[config.mk]
export PLATFORM = sky130hd
export DESIGN_NAME = bus_clk_prescaler
export DESIGN_NICKNAME = d
export VERILOG_FILES = /design/src/rtl/bcp_pkg.sv /design/src/rtl/bcp_tick_gen.sv /design/src/rtl/bcp_ready_track.sv /design/src/rtl/bus_clk_prescaler.sv
export SDC_FILE = /design/constraint.sdc
export NUM_CORES = 1
export LEC_CHECK = 0
export ABC_AREA = 0
export CAP_MARGIN = 15
export CORE_AREA = 2 2 95 106
export DETAILED_ROUTE_END_ITERATION = 6
export DIE_AREA = 0 0 97 108
export SYNTH_ARGS = -nofsm -noshare
export SYNTH_HDL_FRONTEND = slang
export SYNTH_HIERARCHICAL = 1
export SYNTH_SLANG_ARGS = --single-unit
[constraint.sdc]
create_clock -name clk_i -period 4.9 [get_ports clk_i]
set_clock_uncertainty 0.1 [all_clocks]
set_input_delay 0.735 -clock clk_i [delete_from_list [all_inputs] [get_ports clk_i]]
set_output_delay 0.735 -clock clk_i [all_outputs]
set_load 0.05 [all_outputs]
[src/rtl/bcp_pkg.sv]
package bcp_pkg;

    localparam int HDIV_W    = 4;
    localparam int PDIV_W    = 3;
    localparam int SHIFT_W   = 4;
    localparam int H_MAX_SH  = 9;
    localparam int P_MAX_SH  = 4;

    typedef logic [SHIFT_W-1:0] shift_t;

    typedef struct packed {
        logic hclk;
        logic pclk;
    } bus_strobe_t;

    // High-speed code: top bit clear means divide by 1; otherwise the
    // low three bits index a log2 table that skips divide by 32.
    function automatic shift_t hdiv_to_shift(input logic [HDIV_W-1:0] code);
        shift_t sh;
        if (!code[3]) begin
            sh = '0;
        end else begin
            case (code[2:0])
                3'd0:    sh = shift_t'(1);
                3'd1:    sh = shift_t'(2);
                3'd2:    sh = shift_t'(3);
                3'd3:    sh = shift_t'(4);
                3'd4:    sh = shift_t'(6);
                3'd5:    sh = shift_t'(7);
                3'd6:    sh = shift_t'(8);
                default: sh = shift_t'(9);
            endcase
        end
        return sh;
    endfunction

    // Peripheral code: top bit clear means divide by 1, else 2^(low+1).
    function automatic shift_t pdiv_to_shift(input logic [PDIV_W-1:0] code);
        shift_t sh;
        if (!code[2]) sh = '0;
        else          sh = shift_t'({1'b0, code[1:0]}) + shift_t'(1);
        return sh;
    endfunction

endpackage

[src/rtl/bcp_tick_gen.sv]
module bcp_tick_gen
    import bcp_pkg::*;
#(
    parameter int MAX_SHIFT = 9
) (
    input  logic   clk_i,
    input  logic   rst_i,
    input  logic   adv_i,
    input  shift_t shift_i,
    output logic   tick_o
);
    localparam int CNT_W = (MAX_SHIFT < 1) ? 1 : MAX_SHIFT;

    logic [CNT_W-1:0] cnt_q;
    shift_t           cur_sh_q;
    logic [CNT_W:0]   span;
    logic [CNT_W-1:0] last;

    always_comb begin
        span = (CNT_W+1)'(1) << cur_sh_q;
        last = span[CNT_W-1:0] - CNT_W'(1);
    end

    assign tick_o = adv_i && (cnt_q == last);

    always_ff @(posedge clk_i) begin
        if (rst_i) begin
            cnt_q    <= '0;
            cur_sh_q <= '0;
        end else if (adv_i) begin
            if (tick_o) begin
                cnt_q    <= '0;
                cur_sh_q <= shift_i;
            end else begin
                cnt_q    <= cnt_q + CNT_W'(1);
            end
        end
    end

    always_comb begin
        AST_SHIFT_LEGAL: assert (rst_i || (int'(shift_i) <= MAX_SHIFT));
    end

    AST_CNT_IN_RANGE: assert property (@(posedge clk_i) disable iff (rst_i)
        cnt_q <= last);

    AST_SHIFT_AT_BOUNDARY: assert property (@(posedge clk_i) disable iff (rst_i)
        !tick_o |=> $stable(cur_sh_q));

endmodule

[src/rtl/bcp_ready_track.sv]
module bcp_ready_track #(
    parameter int TICKS     = 2,
    parameter bit ALWAYS_ON = 1'b0
) (
    input  logic clk_i,
    input  logic rst_i,
    input  logic en_i,
    input  logic tick_i,
    output logic ready_o
);
    localparam int CW = $clog2(TICKS + 1);

    generate
        if (ALWAYS_ON) begin : g_mem
            assign ready_o = 1'b1;
        end else begin : g_cnt
            logic [CW-1:0] cnt_q;

            always_ff @(posedge clk_i) begin
                if (rst_i || !en_i) begin
                    cnt_q <= '0;
                end else if (tick_i && (cnt_q != CW'(TICKS))) begin
                    cnt_q <= cnt_q + CW'(1);
                end
            end

            assign ready_o = en_i && (cnt_q == CW'(TICKS));

            AST_READY_RISES_ON_TICK: assert property (@(posedge clk_i) disable iff (rst_i)
                $rose(ready_o) |-> ($past(tick_i) && $past(en_i)));

            AST_READY_RESTARTS: assert property (@(posedge clk_i) disable iff (rst_i)
                !en_i |=> !ready_o);
        end
    endgenerate

endmodule

[src/rtl/bus_clk_prescaler.sv]
module bus_clk_prescaler
    import bcp_pkg::*;
#(
    parameter int             NUM_HP      = 4,
    parameter int             NUM_LP      = 4,
    parameter int             READY_TICKS = 2,
    parameter logic [NUM_HP-1:0] HP_MEM_MASK = NUM_HP'(1),
    parameter logic [NUM_LP-1:0] LP_MEM_MASK = '0
) (
    input  logic              clk_i,
    input  logic              rst_i,
    input  logic [3:0]        hdiv_cfg_i,
    input  logic [2:0]        pdiv_cfg_i,
    input  logic [NUM_HP-1:0] hp_en_i,
    input  logic [NUM_LP-1:0] lp_en_i,
    output logic              hclk_en_o,
    output logic              pclk_en_o,
    output logic [NUM_HP-1:0] hp_ready_o,
    output logic [NUM_LP-1:0] lp_ready_o
);
    bus_strobe_t strobe;
    shift_t      h_shift;
    shift_t      p_shift;

    assign h_shift = hdiv_to_shift(hdiv_cfg_i);
    assign p_shift = pdiv_to_shift(pdiv_cfg_i);

    bcp_tick_gen #(.MAX_SHIFT(H_MAX_SH)) u_hgen (
        .clk_i   (clk_i),
        .rst_i   (rst_i),
        .adv_i   (1'b1),
        .shift_i (h_shift),
        .tick_o  (strobe.hclk)
    );

    bcp_tick_gen #(.MAX_SHIFT(P_MAX_SH)) u_pgen (
        .clk_i   (clk_i),
        .rst_i   (rst_i),
        .adv_i   (strobe.hclk),
        .shift_i (p_shift),
        .tick_o  (strobe.pclk)
    );

    assign hclk_en_o = strobe.hclk;
    assign pclk_en_o = strobe.pclk;

    for (genvar i = 0; i < NUM_HP; i++) begin : g_hp
        bcp_ready_track #(.TICKS(READY_TICKS), .ALWAYS_ON(HP_MEM_MASK[i])) u_trk (
            .clk_i   (clk_i),
            .rst_i   (rst_i),
            .en_i    (hp_en_i[i]),
            .tick_i  (strobe.hclk),
            .ready_o (hp_ready_o[i])
        );
    end

    for (genvar j = 0; j < NUM_LP; j++) begin : g_lp
        bcp_ready_track #(.TICKS(READY_TICKS), .ALWAYS_ON(LP_MEM_MASK[j])) u_trk (
            .clk_i   (clk_i),
            .rst_i   (rst_i),
            .en_i    (lp_en_i[j]),
            .tick_i  (strobe.pclk),
            .ready_o (lp_ready_o[j])
        );
    end

    AST_PCLK_WITHIN_HCLK: assert property (@(posedge clk_i) disable iff (rst_i)
        pclk_en_o |-> hclk_en_o);

    AST_MEM_ALWAYS_READY: assert property (@(posedge clk_i) disable iff (rst_i)
        ((hp_ready_o & HP_MEM_MASK) == HP_MEM_MASK));

endmodule

## Word level (Yosys, flattened, before mapping)

Index checks and enable logic that the tools add are counted.

| operators by class | value |
|---|---|
| $add $sub $neg | 12 |
| eq/ne operators | 22 |
| shifts and indexed selects | 2 |
| muxes and demuxes | 4 |
| reduce and logical (&&, ||, !) cells | 32 |

Operator list:

| cell | count |
|---|---|
| 4-bit case mux with 7 select lines | 1 |
| 1-bit logical AND | 15 |
| 2-bit by 1-bit adder with 2-bit output (second input constant) | 7 |
| 2-bit equality test (second input constant) | 7 |
| 2-bit inequality test (second input constant) | 7 |
| 9-bit by 1-bit adder with 9-bit output (second input constant) | 1 |
| 3-bit equality test (second input constant) | 3 |
| 9-bit equality test | 1 |
| 1-bit by 4-bit << shifter with 9-bit output (first input constant) | 1 |
| 9-bit by 1-bit subtractor with 9-bit output (second input constant) | 1 |
| 4-bit two-way mux | 2 |
| 1-bit zero test | 7 |
| 1-bit logical OR | 7 |
| 3-bit by 2-bit equality test with 1-bit output (second input constant) | 2 |
| 4-bit by 1-bit adder with 4-bit output (second input constant) | 1 |
| 4-bit equality test | 1 |
| 1-bit by 4-bit << shifter with 4-bit output (first input constant) | 1 |
| 4-bit by 1-bit subtractor with 4-bit output (second input constant) | 1 |
| 2-bit by 1-bit adder with 3-bit output (second input constant) | 1 |
| 3-bit by 1-bit equality test with 1-bit output (second input constant) | 1 |
| 3-bit zero test | 1 |
| 3-bit two-way mux | 1 |
| 2-bit AND reduction | 1 |
| 2-bit OR reduction | 1 |

| storage, ports and cells | value |
|---|---|
| bits in registers | 35 |
| output and inout port bits | 10 |
| word-level logic and storage cells | 83 |

## Longest topological paths before layout

Gate-level depths: netlist of the first run.

| logic depth | value |
|---|---|
| depth after elaboration | 5 |
| mapped depth | 15 |

## Hierarchy

Netlist of the first run, hierarchy kept.

Modules (own cells, without submodules):

| module | instances | cells an instance | area each (um^2) | seq. area each (um^2) |
|---|---|---|---|---|
| bcp_tick_gen (u_hgen) | 1 | 114 | 1033.5 | 260.2 |
| bcp_ready_track (g_hp[1].u_trk ...) | 7 | 11 | 115.1 | 40.0 |
| bcp_tick_gen (u_pgen) | 1 | 46 | 459.2 | 160.2 |
| bus_clk_prescaler | 1 | 15 | 98.8 | 0.0 |
| bcp_ready_track (g_hp[0].u_trk) | 1 | 2 | 11.3 | 0.0 |

## Least setup slack after synthesis of the first run

No wires, ideal clock.

| timing path | value |
|---|---|
| kind | register to output |
| start point | register u_hgen.cur_sh_q[2] |
| end point | output port pclk_en_o |
| arrival | 5.233 ns |
| required time | 4.065 ns |
| path slack | -1.168 ns |
| cell stages (with the launch flop) | 12 |
| cells stage by stage | dfxtp_1 -> buf_6 -> nor2_1 -> nand3b_1 -> ha_1 -> or3_4 -> o21ai_0 -> a22oi_2 -> xnor2_4 -> nor4_1 -> nand2_1 -> nor4_4 |

| on the way | value |
|---|---|
| word-level cells in the longest chain between the ends | 4 |

Ends and longest elaborated chain:

| item | line | RTL |
|---|---|---|
| from (decl) | bcp_tick_gen.sv:15 | `shift_t cur_sh_q;` |
| from (signal assigned) | bcp_tick_gen.sv:33 | `cur_sh_q <= shift_i;` |
| 1-bit by 4-bit << shifter with 9-bit output | bcp_tick_gen.sv:20 | `span = (CNT_W+1)'(1) << cur_sh_q;` |
| 9-bit by 1-bit subtractor with 9-bit output | bcp_tick_gen.sv:21 | `last = span[CNT_W-1:0] - CNT_W'(1);` |
| 9-bit equality test | bcp_tick_gen.sv:24 | `assign tick_o = adv_i && (cnt_q == last);` |
| named net hclk_en_o | bus_clk_prescaler.sv:16 | `output logic hclk_en_o,` |
| 1-bit logical AND | bcp_tick_gen.sv:24 |  |
| to (decl) | bus_clk_prescaler.sv:17 | `output logic pclk_en_o,` |

The timed path passes the listed nets, and every way through them passes these cells.

## Worst setup path after layout of the first run

| timing path | value |
|---|---|
| start point | register u_hgen.cur_sh_q[2] |
| end point | output port hclk_en_o |

| on the way | value |
|---|---|
| word-level cells in the longest chain between the ends | 3 |

Ends and longest elaborated chain:

| item | line |
|---|---|
| 1-bit by 4-bit << shifter with 9-bit output | bcp_tick_gen.sv:20 |
| 9-bit by 1-bit subtractor with 9-bit output | bcp_tick_gen.sv:21 |
| 9-bit equality test | bcp_tick_gen.sv:24 |
| to (decl) | bus_clk_prescaler.sv:16 |

Every way passes these cells.

==> reports/results.md, run 1 <==
### Timing
* 90.7% — part of the cycle the worst path needs
* 4.45 ns — Min Clock Period, post-route
* 0 — Hold Violations, Final
* 0.225 GHz — Peak Freq
* 0 — fin. max-slew vios
* 0 ns — summed negative setup slack over all endpoints
* 59.5% — slew margin rel.
* false — unrepaired setup endpoints after global routing
* 0.602 ns — slew at the pin with the worst max-slew slack
* 0 — Finish-stage setup viols

### Flow run
* 0 — max-cap violation count

### Clock tree
* 5 — CTS Buf Count
* 0 — hold-fix buffers at CTS
* 2 — worst-case clock buffer depth
* 0 — setup repair bufs after CTS
* 0.28 ns — clk_lat worst skew
* sky130_fd_sc_hd__clkbuf_8 — Root Driver
* done — TritonCTS clock tree
* 2 — number of H-tree levels
* 0 — Resized Gates After CTS
* 0.07 ns — Worst-path clk slew
* 35 — clock sink count

### Global routing
* 1,742 — via count of the first global-routing pass
* 0 — antenna violations before repair
* 0 — global-route congestion overflow total
* 35 — maximum number of pins on one net before global-route repair
* 8.64% — overall fraction of global-route tracks in use
* 7710 um — wire length of the first global-routing pass

### Worst setup path
* 4.07 ns — Critical Path RT
* sky130_fd_sc_hd__clkdlybuf4s50_1 — critical-path cell with the highest stage delay
* 15 — worst r2r path cells
* u_hgen/cur_sh_q[2]$_SDFFE_PP0P_ — launching point of the worst reg2reg path
* nor2_1 > nand3b_1 > ha_1 > or3_4 > o21ai_0 > a22oi_2 > xnor2_4 > nor4_4 > clkdlybuf4s50_1 — series of cell instances along the critical path
* 12 — maximum fanout along the worst path
* reg -> out — start-to-end type of the worst setup path
* flip-flop — sort of element at the start of the critical path
* simple AND/OR/NAND/NOR gates — cell family contributing the most delay on the critical path
* 1 — WP buf/inv
* 0.93 ns — register-to-register path setup slack
* 3.61 ns — data arrival time of the critical path
* output pin — endpoint kind of the worst setup timing path
* u_hgen/cur_sh_q[2]$_SDFFE_PP0P_ — startpoint of the most critical setup path
* g_lp[2].u_trk/g_cnt.cnt_q[1]$_SDFFE_PP0P_ — Reg-to-Reg End
* 0.85 ns — delay contributed by the slowest stage of the critical path

### Min path
* u_pgen/cur_sh_q[2]$_SDFFE_PP0P_ — endpoint with the worst hold slack
* reg -> reg — class of the tightest hold or removal check
* 2 — count of cells along the worst hold path
* u_pgen/cur_sh_q[2]$_SDFFE_PP0P_ — Hold Crit Start

### Synth
* sky130_fd_sc_hd__dfxtp_1 (29%), sky130_fd_sc_hd__ha_1 (6.2%), sky130_fd_sc_hd__xnor2_1 (5.8%) — top cells by area in the synthesized netlist
* 2410 sq um — netlist area before placement
* 0 — EDFF count, synth
* 6 — number of warnings reported in the yosys synthesis log
* sky130_fd_sc_hd__dfxtp_1 — cell type contributing the most total cell area after synthesis
* 60 — number of distinct library cells after synthesis
* 0% — ys async rst share
* 29.1% — share of the synthesized area in the top cell type
* sky130_fd_sc_hd__dfxtp_1 — most used flip-flop cell after synthesis
* 254 — Cells after Synth
* 35 — flops & latches, synth
* 29.1% — register area share after synthesis
* 283 — net count after synthesis
* 9.48 sq um — Avg Inst Size Synth

### Floorplanning
* 9310 sq um — area of the core
* 27 — # IOs
* 37 — Site Rows
* 108 um — die height
* 97 um — width of the die
* 10,500 sq um — Die Area
* 25.9% — starting utilization of the core area

### Cells and area
* 0 — number of diodes added for antenna fixing
* 308 — layout net count
* 2890 sq um — final std cell area, no fill
* 952 — fill count
* 22.5% — layout cell share with drive strength beyond 1
* 20.1% — P&R area growth vs syn

### Placement
* 2770 sq um — post-placement cell area
* 3110 um — detailed placement HPWL
* 0.756 — placer congestion estimate
* 24 — buffers added on ports

### Detailed routing
* 72 — Initial DRC Count
* 4250 um — routed wire length
* 1,784 — vias
* 4.49 — drt via density
* 4 — number of detailed-routing iterations run before antenna repair
* 10.7 um — per-cell routed wire length
* 0 — Antenna Violating Nets Remaining
* 0 — post-detailed-route DRC marker count

### Run status
* finished, final reports clean — run status

## area by class of cell
| class | instances | area, sq um | area share (%) |
|---|---|---|---|
| repair buffers | 27 | 273 | 9.43 |
| clock buffers | 6 | 82.6 | 2.86 |
| clock inverters | 2 | 35.0 | 1.21 |
| inverters | 10 | 37.5 | 1.30 |
| well taps | 117 | 146 | 5.06 |
| flip-flops and latches | 35 | 701 | 24.2 |
| multi-input cells | 200 | 1620 | 55.9 |
## logic make-up after synthesis
kind of cell	after synthesis	share of synthesized area (%)
buffers and inverters	19	4.42
other	3	0.467
and+or+nand+nor	113	33.7
muxes	4	1.66
xor gates and xnor gates	27	10.6
AOI/OAI and AO/OA	41	13.8
DFF	35	29.1
adders and majority gates	12	6.23
## cell usage after synthesis, drive strengths merged, types with 3 or more instances
library cell,number
a21oi,8
mux2i,4
and2,10
nand4,4
ha,12
xor2,10
a211oi,9
nand2,12
xnor2,17
buf,7
and3,4
nor2b,8
nor2,21
dfxtp,35
nor3,9
nand3b,3
inv,10
conb,3
or3,3
o21ai,9
nand2b,17
nand3,7
## worst max path at each step
stage	slack, ns	cells after the start	end
2_1_floorplan	0.27	11	pclk_en_o
6_report	0.45	9	hclk_en_o
3_5_place_dp	0.78	9	hclk_en_o
4_1_cts	0.45	9	hclk_en_o
3_3_place_gp	0.81	9	hclk_en_o
5_1_grt	0.24	9	hclk_en_o
## cells in the final DEF, fill, tap and decap left out, types with 3 or more instances in the layout
master / Yosys / final
sky130_fd_sc_hd__a211oi_2: 8 / 8
sky130_fd_sc_hd__a21oi_1: 8 / 8
sky130_fd_sc_hd__and2_1: 3 / 3
sky130_fd_sc_hd__and2_2: 7 / 7
sky130_fd_sc_hd__buf_4: 3 / 3
sky130_fd_sc_hd__clkbuf_8: 0 / 6
sky130_fd_sc_hd__clkdlybuf4s50_1: 0 / 23
sky130_fd_sc_hd__conb_1: 3 / 3
sky130_fd_sc_hd__dfxtp_1: 35 / 35
sky130_fd_sc_hd__ha_1: 12 / 12
sky130_fd_sc_hd__inv_1: 10 / 10
sky130_fd_sc_hd__mux2i_1: 4 / 4
sky130_fd_sc_hd__nand2_1: 12 / 12
sky130_fd_sc_hd__nand2b_1: 17 / 17
sky130_fd_sc_hd__nand3_1: 7 / 7
sky130_fd_sc_hd__nand3b_1: 3 / 3
sky130_fd_sc_hd__nand4_1: 4 / 4
sky130_fd_sc_hd__nor2_1: 13 / 13
sky130_fd_sc_hd__nor2_2: 7 / 7
sky130_fd_sc_hd__nor2b_4: 7 / 7
sky130_fd_sc_hd__nor3_1: 5 / 5
sky130_fd_sc_hd__nor3_2: 4 / 4
sky130_fd_sc_hd__o21ai_0: 8 / 8
sky130_fd_sc_hd__xnor2_1: 16 / 16
sky130_fd_sc_hd__xor2_1: 10 / 10
## through the flow
stage / worst slack (ns) / hold slack (ns) / cells / util, %
after CTS: 0.446 / 0.412 / 397 / 31.1
after global routing: 0.243 / 0.425 / 397 / 31.1
after floorplan: 0.270 / 0.374 / 254 / -
after global placement: 0.812 / 0.397 / 389 / 29.8
final: 0.455 / 0.410 / 397 / 31.1
after detailed placement: 0.776 / 0.398 / 389 / 29.8
## registers in the layout, indices dropped and copies added (netlist names)
| name | count |
|---|---|
| g_lp.u_trk/g_cnt.cnt_q | 8 |
| u_hgen/cnt_q | 9 |
| g_hp.u_trk/g_cnt.cnt_q | 6 |
| u_hgen/cur_sh_q | 4 |
| u_pgen/cur_sh_q | 4 |
| u_pgen/cnt_q | 4 |
## worst min-delay path, stage by stage, from the launching register on
cell and delay [ns]:
sky130_fd_sc_hd__dfxtp_1 0.34, sky130_fd_sc_hd__nand2b_1 0.07, sky130_fd_sc_hd__mux2i_1 0.05
## per-layer routing
layer | share of wire [%] | vias up | track usage [%]
met2 | 49 | 25 | 15.4
li1 | - | 930 | -
met3 | 3.0 | 4 | 1.68
met4 | 1.3 | 0 | 3.32
met5 | 0 | - | 0
met1 | 46 | 825 | 10.3
Power of run 1 is left out: the tool's default activity adds up to more than one toggle a clock period on the data nets, which glitch-free logic cannot reach.
==> run 2, diff against run 1 <==
--- a/config.mk
+++ b/config.mk
@@ -5,7 +5,7 @@
 export SDC_FILE = /design/constraint.sdc
 export NUM_CORES = 1
 export LEC_CHECK = 0
-export ABC_AREA = 0
+export ABC_AREA = 1
 export CAP_MARGIN = 15
 export CORE_AREA = 2 2 95 106
 export DETAILED_ROUTE_END_ITERATION = 6
==> reports/results.md, run 2 <==
### Run status
* finished, final reports clean — run status

### Worst setup path
* sky130_fd_sc_hd__clkdlybuf4s50_1 — critical-path cell with the highest stage delay
* flip-flop — sort of element at the start of the critical path
* 3.38 ns — data arrival time of the critical path, -0.23 ns
* sky130_fd_sc_hd__nand2_1 — dominant cell type by count on the critical path
* 4.07 ns — Critical Path RT, about the same
* 4 — WP buf/inv, +3
* nor2_2 > nand2_1 > ha_1 > inv_1 > a21oi_4 > nand2_1 > nand3_1 > nand2_1 > nor2_1 > nand2_2 > clkinv_2 > nand3_1 > nor2_2 > nand3_2 > inv_2 > clkdlybuf4s50_1 — series of cell instances along the critical path
* 11 — maximum fanout along the worst path, -1
* reg -> out — start-to-end type of the worst setup path
* 0.80 ns — delay contributed by the slowest stage of the critical path, -0.05 ns
* output pin — endpoint kind of the worst setup timing path
* buffers and inverters — cell family contributing the most delay on the critical path

### Placement
* 24 — buffers added on ports, unchanged
* 3700 um — detailed placement HPWL, +19%
* 0.815 — placer congestion estimate, +7.7%

### Timing
* 0.237 GHz — Peak Freq, +5.4%
* 0.601 ns — slew at the pin with the worst max-slew slack, -0.00116 ns
* 4.22 ns — Min Clock Period, post-route, -0.227 ns
* 59.8% — slew margin rel., +0.29 points
* 0 — fin. max-slew vios, unchanged
* 0 ns — summed negative setup slack over all endpoints, unchanged
* 86.1% — part of the cycle the worst path needs, -4.6 points
* 0 — Hold Violations, Final, unchanged
* 0 — Finish-stage setup viols, unchanged
* false — unrepaired setup endpoints after global routing

### Cells and area
* 9 — number of flip-flops in the largest register, unchanged
* 31.0% — utilization after layout, -0.11 points
* u_hgen/cnt_q (9), g_lp.u_trk/g_cnt.cnt_q (8), g_hp.u_trk/g_cnt.cnt_q (6) — top flop regs
* 1,007 — fill count, +5.8%
* 8.75% — layout cell share with drive strength beyond 1, -14 points
* 451 — layout net count, +46%
* u_hgen/cnt_q — Largest Register
* 0 — number of diodes added for antenna fixing, unchanged
* sky130_fd_sc_hd__nand2_1 — most common library cell in the layout ignoring fill and taps
* sky130_fd_sc_hd__nand2_1 (102), sky130_fd_sc_hd__inv_1 (65), sky130_fd_sc_hd__nor2_1 (57) — most frequent cells in the layout
* 21.1% — P&R area growth vs syn

### Synth
* 0 — EDFF count, synth, unchanged
* 27 — number of distinct library cells after synthesis, -55%
* 29.5% — register area share after synthesis, +0.37 points
* 389 — Cells after Synth, +53%
* 6.11 sq um — Avg Inst Size Synth, -36%
* 0% — ys async rst share, unchanged
* sky130_fd_sc_hd__dfxtp_1 — most used flip-flop cell after synthesis
* 2380 sq um — netlist area before placement, -1.2%
* 35 — flops & latches, synth, unchanged
* sky130_fd_sc_hd__dfxtp_1 — cell type contributing the most total cell area after synthesis
* sky130_fd_sc_hd__nand2_1 — cell with the most instances after synthesis
* 29.5% — share of the synthesized area in the top cell type, +0.37 points
* sky130_fd_sc_hd__nand2_1 (102), sky130_fd_sc_hd__inv_1 (65), sky130_fd_sc_hd__nor2_1 (57) — most frequent cells after synthesis
* 6 — number of warnings reported in the yosys synthesis log, unchanged
* sky130_fd_sc_hd__dfxtp_1 (29%), sky130_fd_sc_hd__nand2_1 (16%), sky130_fd_sc_hd__inv_1 (10%) — top cells by area in the synthesized netlist

### Clock tree
* 0 — hold-fix buffers at CTS, unchanged
* done — TritonCTS clock tree
* 5 — CTS Buf Count, unchanged
* 0.08 ns — Worst-path clk slew, about the same
* 0 — setup repair bufs after CTS, unchanged
* sky130_fd_sc_hd__clkbuf_8 — Root Driver
* 2 — worst-case clock buffer depth, unchanged
* 0 — Resized Gates After CTS, unchanged
* 35 — clock sink count, unchanged
* 0.30 ns — clk_lat worst skew, +0.02 ns
* 2 — number of H-tree levels, unchanged

### Detailed routing
* 4 — number of detailed-routing iterations run before antenna repair, unchanged
* 2,305 — vias, +29%
* 0 — post-detailed-route DRC marker count, unchanged
* 0 — Antenna Violating Nets Remaining, unchanged
* 4.27 — drt via density, -5.0%
* 8.79 um — per-cell routed wire length, -18%
* 4750 um — routed wire length, +12%
* 79 — Initial DRC Count, +9.7%

### Power and ir drop
* 854 uW — internal power contribution
* 0.00130 uW — leakage dissipation
* 16.7% — portion of total power attributed to the clock network
* 48.4% — switching share of power
* 59.5% — combinational cell fraction of total power
* 23.9% — sequential share of power
* 575 nW/um^2 — power density over cell area
* 0.232 mV — peak ir drop on the vdd network
* 803 uW — net switching power

### Global routing
* 23 — maximum number of pins on one net before global-route repair, -34%
* 0 — antenna violations before repair, unchanged
* 0 — global-route congestion overflow total, unchanged
* 2,195 — via count of the first global-routing pass, +26%
* 9.87% — overall fraction of global-route tracks in use, +1.2 points
* 8720 um — wire length of the first global-routing pass, +13%

### Floorplanning
* 9310 sq um — area of the core, unchanged
* 97 um — width of the die, unchanged
* 27 — # IOs, unchanged
* 37 — Site Rows, unchanged
* 108 um — die height, unchanged
* 10,500 sq um — Die Area, unchanged
* 25.6% — starting utilization of the core area, -0.32 points

### Flow run
* 0 — max-cap violation count, unchanged

### Min path
* reg -> reg — class of the tightest hold or removal check

-- run 2: changes by cell type after synthesis, sizes merged, moves of 8 or more --
cell / before / now
nand2: 12 / 108
inv: 10 / 68
nor2: 21 / 72
nand3: 7 / 42
nand2b: 17 / 0
xnor2: 17 / 1
a21oi: 8 / 23
and2: 10 / 0
a211oi: 9 / 0
nor2b: 8 / 0
-- run 2: through the flow --
step	instance area (sq um)	hold WS, ns	instances	setup slack [ns]	power [uW]
2_1_floorplan	2390	0.356	393	1.36	1190
3_3_place_gp	2770	0.365	532	1.02	1370
3_5_place_dp	2770	0.377	532	0.997	1380
4_1_cts	2880	0.397	540	0.646	1670
5_1_grt	2880	0.428	540	0.364	1850
6_report	2880	0.390	540	0.682	1660
-- run 2: path summary, 6_finish.rpt --
path	from	end	slack [ns]	depth (start not counted)
worst max-delay path	u_hgen/cur_sh_q[1]$_SDFFE_PP0P_	pclk_en_o	0.68	16
worst min-delay path	g_hp[3].u_trk/g_cnt.cnt_q[1]$_SDFFE_PP0P_	g_hp[3].u_trk/g_cnt.cnt_q[1]$_SDFFE_PP0P_	0.39	2
worst max register to register	u_hgen/cur_sh_q[1]$_SDFFE_PP0P_	u_pgen/cur_sh_q[2]$_SDFFE_PP0P_	1.94	19
worst min register to register	g_hp[3].u_trk/g_cnt.cnt_q[1]$_SDFFE_PP0P_	g_hp[3].u_trk/g_cnt.cnt_q[1]$_SDFFE_PP0P_	0.39	2
-- run 2: cells by family (layout without fill, tap and decap cells) --
group	Yosys count	count (layout)	synth area share, %
simple gates	227	227	41.5
buf+inv	74	104	12.4
flops	35	35	29.5
compound gates	29	29	6.63
fa+ha+maj	12	12	6.31
xor+xnor	9	9	3.31
other cells	3	7	0.473
-- run 2: power by group through the flow --
stage	logic (uW)	registers (uW)	clock network, uW
global route	1140	403	301
CTS	990	395	287
finish	986	395	276
global placement	967	399	0
detailed placement	984	401	0
floorplan	805	388	0
-- run 2: layout make-up --
cell class	count	area (sq um)	area share, %
multi-input combinational	284	1400	48.5
clock inverter	3	47.5	1.65
inverter	70	264	9.16
tap	117	146	5.08
clock buffer	5	68.8	2.39
sequential	35	701	24.3
timing repair buffer	26	255	8.86
-- run 2: worst reg2reg max path: stages, from the launching register on --
cell and delay, ns:
sky130_fd_sc_hd__dfxtp_1 0.52, sky130_fd_sc_hd__nor2_2 0.11, sky130_fd_sc_hd__nand2_1 0.11, sky130_fd_sc_hd__ha_1 0.30, sky130_fd_sc_hd__inv_1 0.11, sky130_fd_sc_hd__a21oi_4 0.15
sky130_fd_sc_hd__nand2_1 0.09, sky130_fd_sc_hd__nand3_1 0.08, sky130_fd_sc_hd__nand2_1 0.05, sky130_fd_sc_hd__nor2_1 0.12, sky130_fd_sc_hd__nand2_2 0.17, sky130_fd_sc_hd__clkinv_2 0.09
sky130_fd_sc_hd__buf_4 0.24, sky130_fd_sc_hd__nand2_1 0.08, sky130_fd_sc_hd__nor2_1 0.09, sky130_fd_sc_hd__nand3_1 0.09, sky130_fd_sc_hd__nor2_2 0.17, sky130_fd_sc_hd__nand3_1 0.09
sky130_fd_sc_hd__nand2_1 0.07, sky130_fd_sc_hd__nor2_1 0.04
-- run 2: routing by layer --
metal	vias to the layer above	global-route usage [%]	routed length, um
met4	0	2.31	32
li1	1251	-	-
met2	44	18.7	2330
met5	-	0	0
met3	4	3.30	257
met1	1006	10.7	2130
Note: power is estimated with default switching activity, not from simulation.
==> run 3, diff against run 2 <==
==> constraint.sdc (replaced) <==
create_clock -name clk_i -period 5.09 [get_ports clk_i]
set_clock_uncertainty 0.1 [all_clocks]
set_input_delay 0.7635 -clock clk_i [delete_from_list [all_inputs] [get_ports clk_i]]
set_output_delay 0.7635 -clock clk_i [all_outputs]
set_load 0.05 [all_outputs]
==> reports/results.md, run 3 (synthesis results as in run 2) <==
### Run status
* finished, final reports clean — run status

### Cells and area
* 20.0% — P&R area growth vs syn
* 0 — number of diodes added for antenna fixing, unchanged
* u_hgen/cnt_q (9), g_lp.u_trk/g_cnt.cnt_q (8), g_hp.u_trk/g_cnt.cnt_q (6) — top flop regs
* 1,028 — fill count, +2.1%
* 8.75% — layout cell share with drive strength beyond 1, unchanged
* u_hgen/cnt_q — Largest Register
* 451 — layout net count, unchanged
* 9 — number of flip-flops in the largest register, unchanged
* 2850 sq um — final std cell area, no fill, -0.96%
* sky130_fd_sc_hd__nand2_1 (102), sky130_fd_sc_hd__inv_1 (65), sky130_fd_sc_hd__nor2_1 (57) — most frequent cells in the layout
* sky130_fd_sc_hd__nand2_1 — most common library cell in the layout ignoring fill and taps

### Flow run
* 0 — max-cap violation count, unchanged

### Placement
* 1.17 ns — worst-case setup slack after placement, +0.169 ns
* 3690 um — detailed placement HPWL, -0.17%
* 2770 sq um — post-placement cell area, unchanged
* 0.772 — placer congestion estimate, -5.3%
* 24 — buffers added on ports, unchanged

### Detailed routing
* 153 um — amount of wire on met3 after detailed routing, -40%
* 2320 um — wire length on met2, -0.39%
* 2210 um — Met1 Routed Length, +3.8%
* 2,239 — vias, -2.9%
* 0 — Antenna Violating Nets Remaining, unchanged
* 4 — number of detailed-routing iterations run before antenna repair, unchanged
* 8.82 um — per-cell routed wire length, +0.27%
* 4.15 — drt via density, -2.9%
* 4760 um — routed wire length, +0.27%
* 0 — post-detailed-route DRC marker count, unchanged
* met4 — top sig layer
* 70 — Initial DRC Count, -11%

### Clock tree
* 2 — worst-case clock buffer depth, unchanged
* 0.30 ns — clk_lat worst skew, about the same
* 35 — clock sink count, unchanged
* 2 — number of H-tree levels, unchanged
* 0.08 ns — Worst-path clk slew, about the same
* 0 — setup repair bufs after CTS, unchanged
* sky130_fd_sc_hd__clkbuf_8 — Root Driver
* 0 — hold-fix buffers at CTS, unchanged
* 0 — Resized Gates After CTS, unchanged
* done — TritonCTS clock tree
* 5 — CTS Buf Count, unchanged

### Floorplanning
* 25.6% — starting utilization of the core area, unchanged
* 37 — Site Rows, unchanged
* 97 um — width of the die, unchanged
* 10,500 sq um — Die Area, unchanged
* 9310 sq um — area of the core, unchanged
* 27 — # IOs, unchanged
* 108 um — die height, unchanged

### Power and ir drop
* 13.8% — portion of total power attributed to the clock network, -2.9 points
* 0.238 mV — peak ir drop on the vdd network, +2.6%
* 770 uW — internal power contribution, -9.9%
* 24.8% — sequential share of power, +0.9 points
* 537 nW/um^2 — power density over cell area, -6.6%
* 61.5% — combinational cell fraction of total power, +2.0 points
* 0.00129 uW — leakage dissipation, -1.4%
* 762 uW — net switching power, -5.0%
* 49.8% — switching share of power, +1.3 points

### Global routing
* 9.99% — overall fraction of global-route tracks in use, +0.12 points
* 0 — antenna violations before repair, unchanged
* 0 — global-route congestion overflow total, unchanged
* 2,134 — via count of the first global-routing pass, -2.8%
* 23 — maximum number of pins on one net before global-route repair, unchanged
* 8740 um — wire length of the first global-routing pass, +0.24%

### Timing
* 4.22 ns — Min Clock Period, post-route
* 0.633 ns — slew at the pin with the worst max-slew slack, +0.0318 ns
* 0.237 GHz — Peak Freq
* false — unrepaired setup endpoints after global routing
* 0 — Hold Violations, Final, unchanged
* 82.9% — part of the cycle the worst path needs
* 57.7% — slew margin rel., -2.1 points
* 0 — Finish-stage setup viols, unchanged
* 0.868 ns — worst-case setup margin in the final layout, +0.186 ns
* 0 — fin. max-slew vios, unchanged
* 0 ns — summed negative setup slack over all endpoints, unchanged

### Worst setup path
* 11 — maximum fanout along the worst path, unchanged
* output pin — endpoint kind of the worst setup timing path
* 4.23 ns — Critical Path RT, +0.16 ns
* reg -> out — start-to-end type of the worst setup path
* 3.36 ns — data arrival time of the critical path, -0.02 ns
* flip-flop — sort of element at the start of the critical path

### Min path
* reg -> reg — class of the tightest hold or removal check

[run 3: path summary, 6_finish.rpt]
kind | slack [ns] | to | startpoint | depth (start not counted)
hold reg to reg | 0.40 | g_hp[1].u_trk/g_cnt.cnt_q[1]$_SDFFE_PP0P_ | g_hp[1].u_trk/g_cnt.cnt_q[1]$_SDFFE_PP0P_ | 2
hold / removal | 0.40 | g_hp[1].u_trk/g_cnt.cnt_q[1]$_SDFFE_PP0P_ | g_hp[1].u_trk/g_cnt.cnt_q[1]$_SDFFE_PP0P_ | 2
setup / recovery | 0.87 | pclk_en_o | u_hgen/cur_sh_q[1]$_SDFFE_PP0P_ | 16
setup reg to reg | 2.15 | u_pgen/cur_sh_q[3]$_SDFFE_PP0P_ | u_hgen/cur_sh_q[1]$_SDFFE_PP0P_ | 19
[run 3: area by class of cell]
class                      count  area (sq um)  share of cell area [%]
sequential                    35           701                    24.6
tap                          117           146                    5.13
inverter                      70           264                    9.25
clock buffer                   5          68.8                    2.41
clock inverter                 3          20.0                   0.701
multi-input combinational    284          1400                    49.0
timing repair buffer          26           255                    8.94
[run 3: metal layers]
metal  global-route usage (%)  vias to the layer above
li1                         -                     1246
met5                        0                        -
met4                     4.02                        0
met3                     2.59                        8
met2                     18.1                       23
met1                     11.3                      962
[run 3: through the flow]
| stage | util [%] | power (uW) | std cells | hold WS, ns |
|---|---|---|---|---|
| after floorplan | - | 1150 | 393 | 0.356 |
| after global placement | 29.7 | 1320 | 532 | 0.365 |
| after detailed placement | 29.7 | 1340 | 532 | 0.380 |
| after CTS | 30.7 | 1550 | 540 | 0.399 |
| after global routing | 30.7 | 1710 | 540 | 0.437 |
| final | 30.7 | 1530 | 540 | 0.396 |
[run 3: power groups by stage]
stage          logic, uW  registers [uW]  clock network (uW)
2_1_floorplan        775             374                   0
3_3_place_gp         934             384                   0
3_5_place_dp         950             386                   0
4_1_cts              954             380                 221
5_1_grt             1090             388                 234
6_report             942             380                 211
[run 3: worst max-delay path, stage by stage (launching register included)]
cell                              delay (ns)
sky130_fd_sc_hd__dfxtp_1                0.51
sky130_fd_sc_hd__nor2_2                 0.11
sky130_fd_sc_hd__nand2_1                0.11
sky130_fd_sc_hd__ha_1                   0.28
sky130_fd_sc_hd__inv_1                  0.11
sky130_fd_sc_hd__a21oi_4                0.15
sky130_fd_sc_hd__nand2_1                0.09
sky130_fd_sc_hd__nand3_1                0.07
sky130_fd_sc_hd__nand2_1                0.05
sky130_fd_sc_hd__nor2_1                 0.12
sky130_fd_sc_hd__nand2_2                0.17
sky130_fd_sc_hd__clkinv_2               0.09
sky130_fd_sc_hd__nand3_1                0.09
sky130_fd_sc_hd__nor2_2                 0.12
sky130_fd_sc_hd__nand3_2                0.10
sky130_fd_sc_hd__inv_2                  0.07
sky130_fd_sc_hd__clkdlybuf4s50_1        0.80
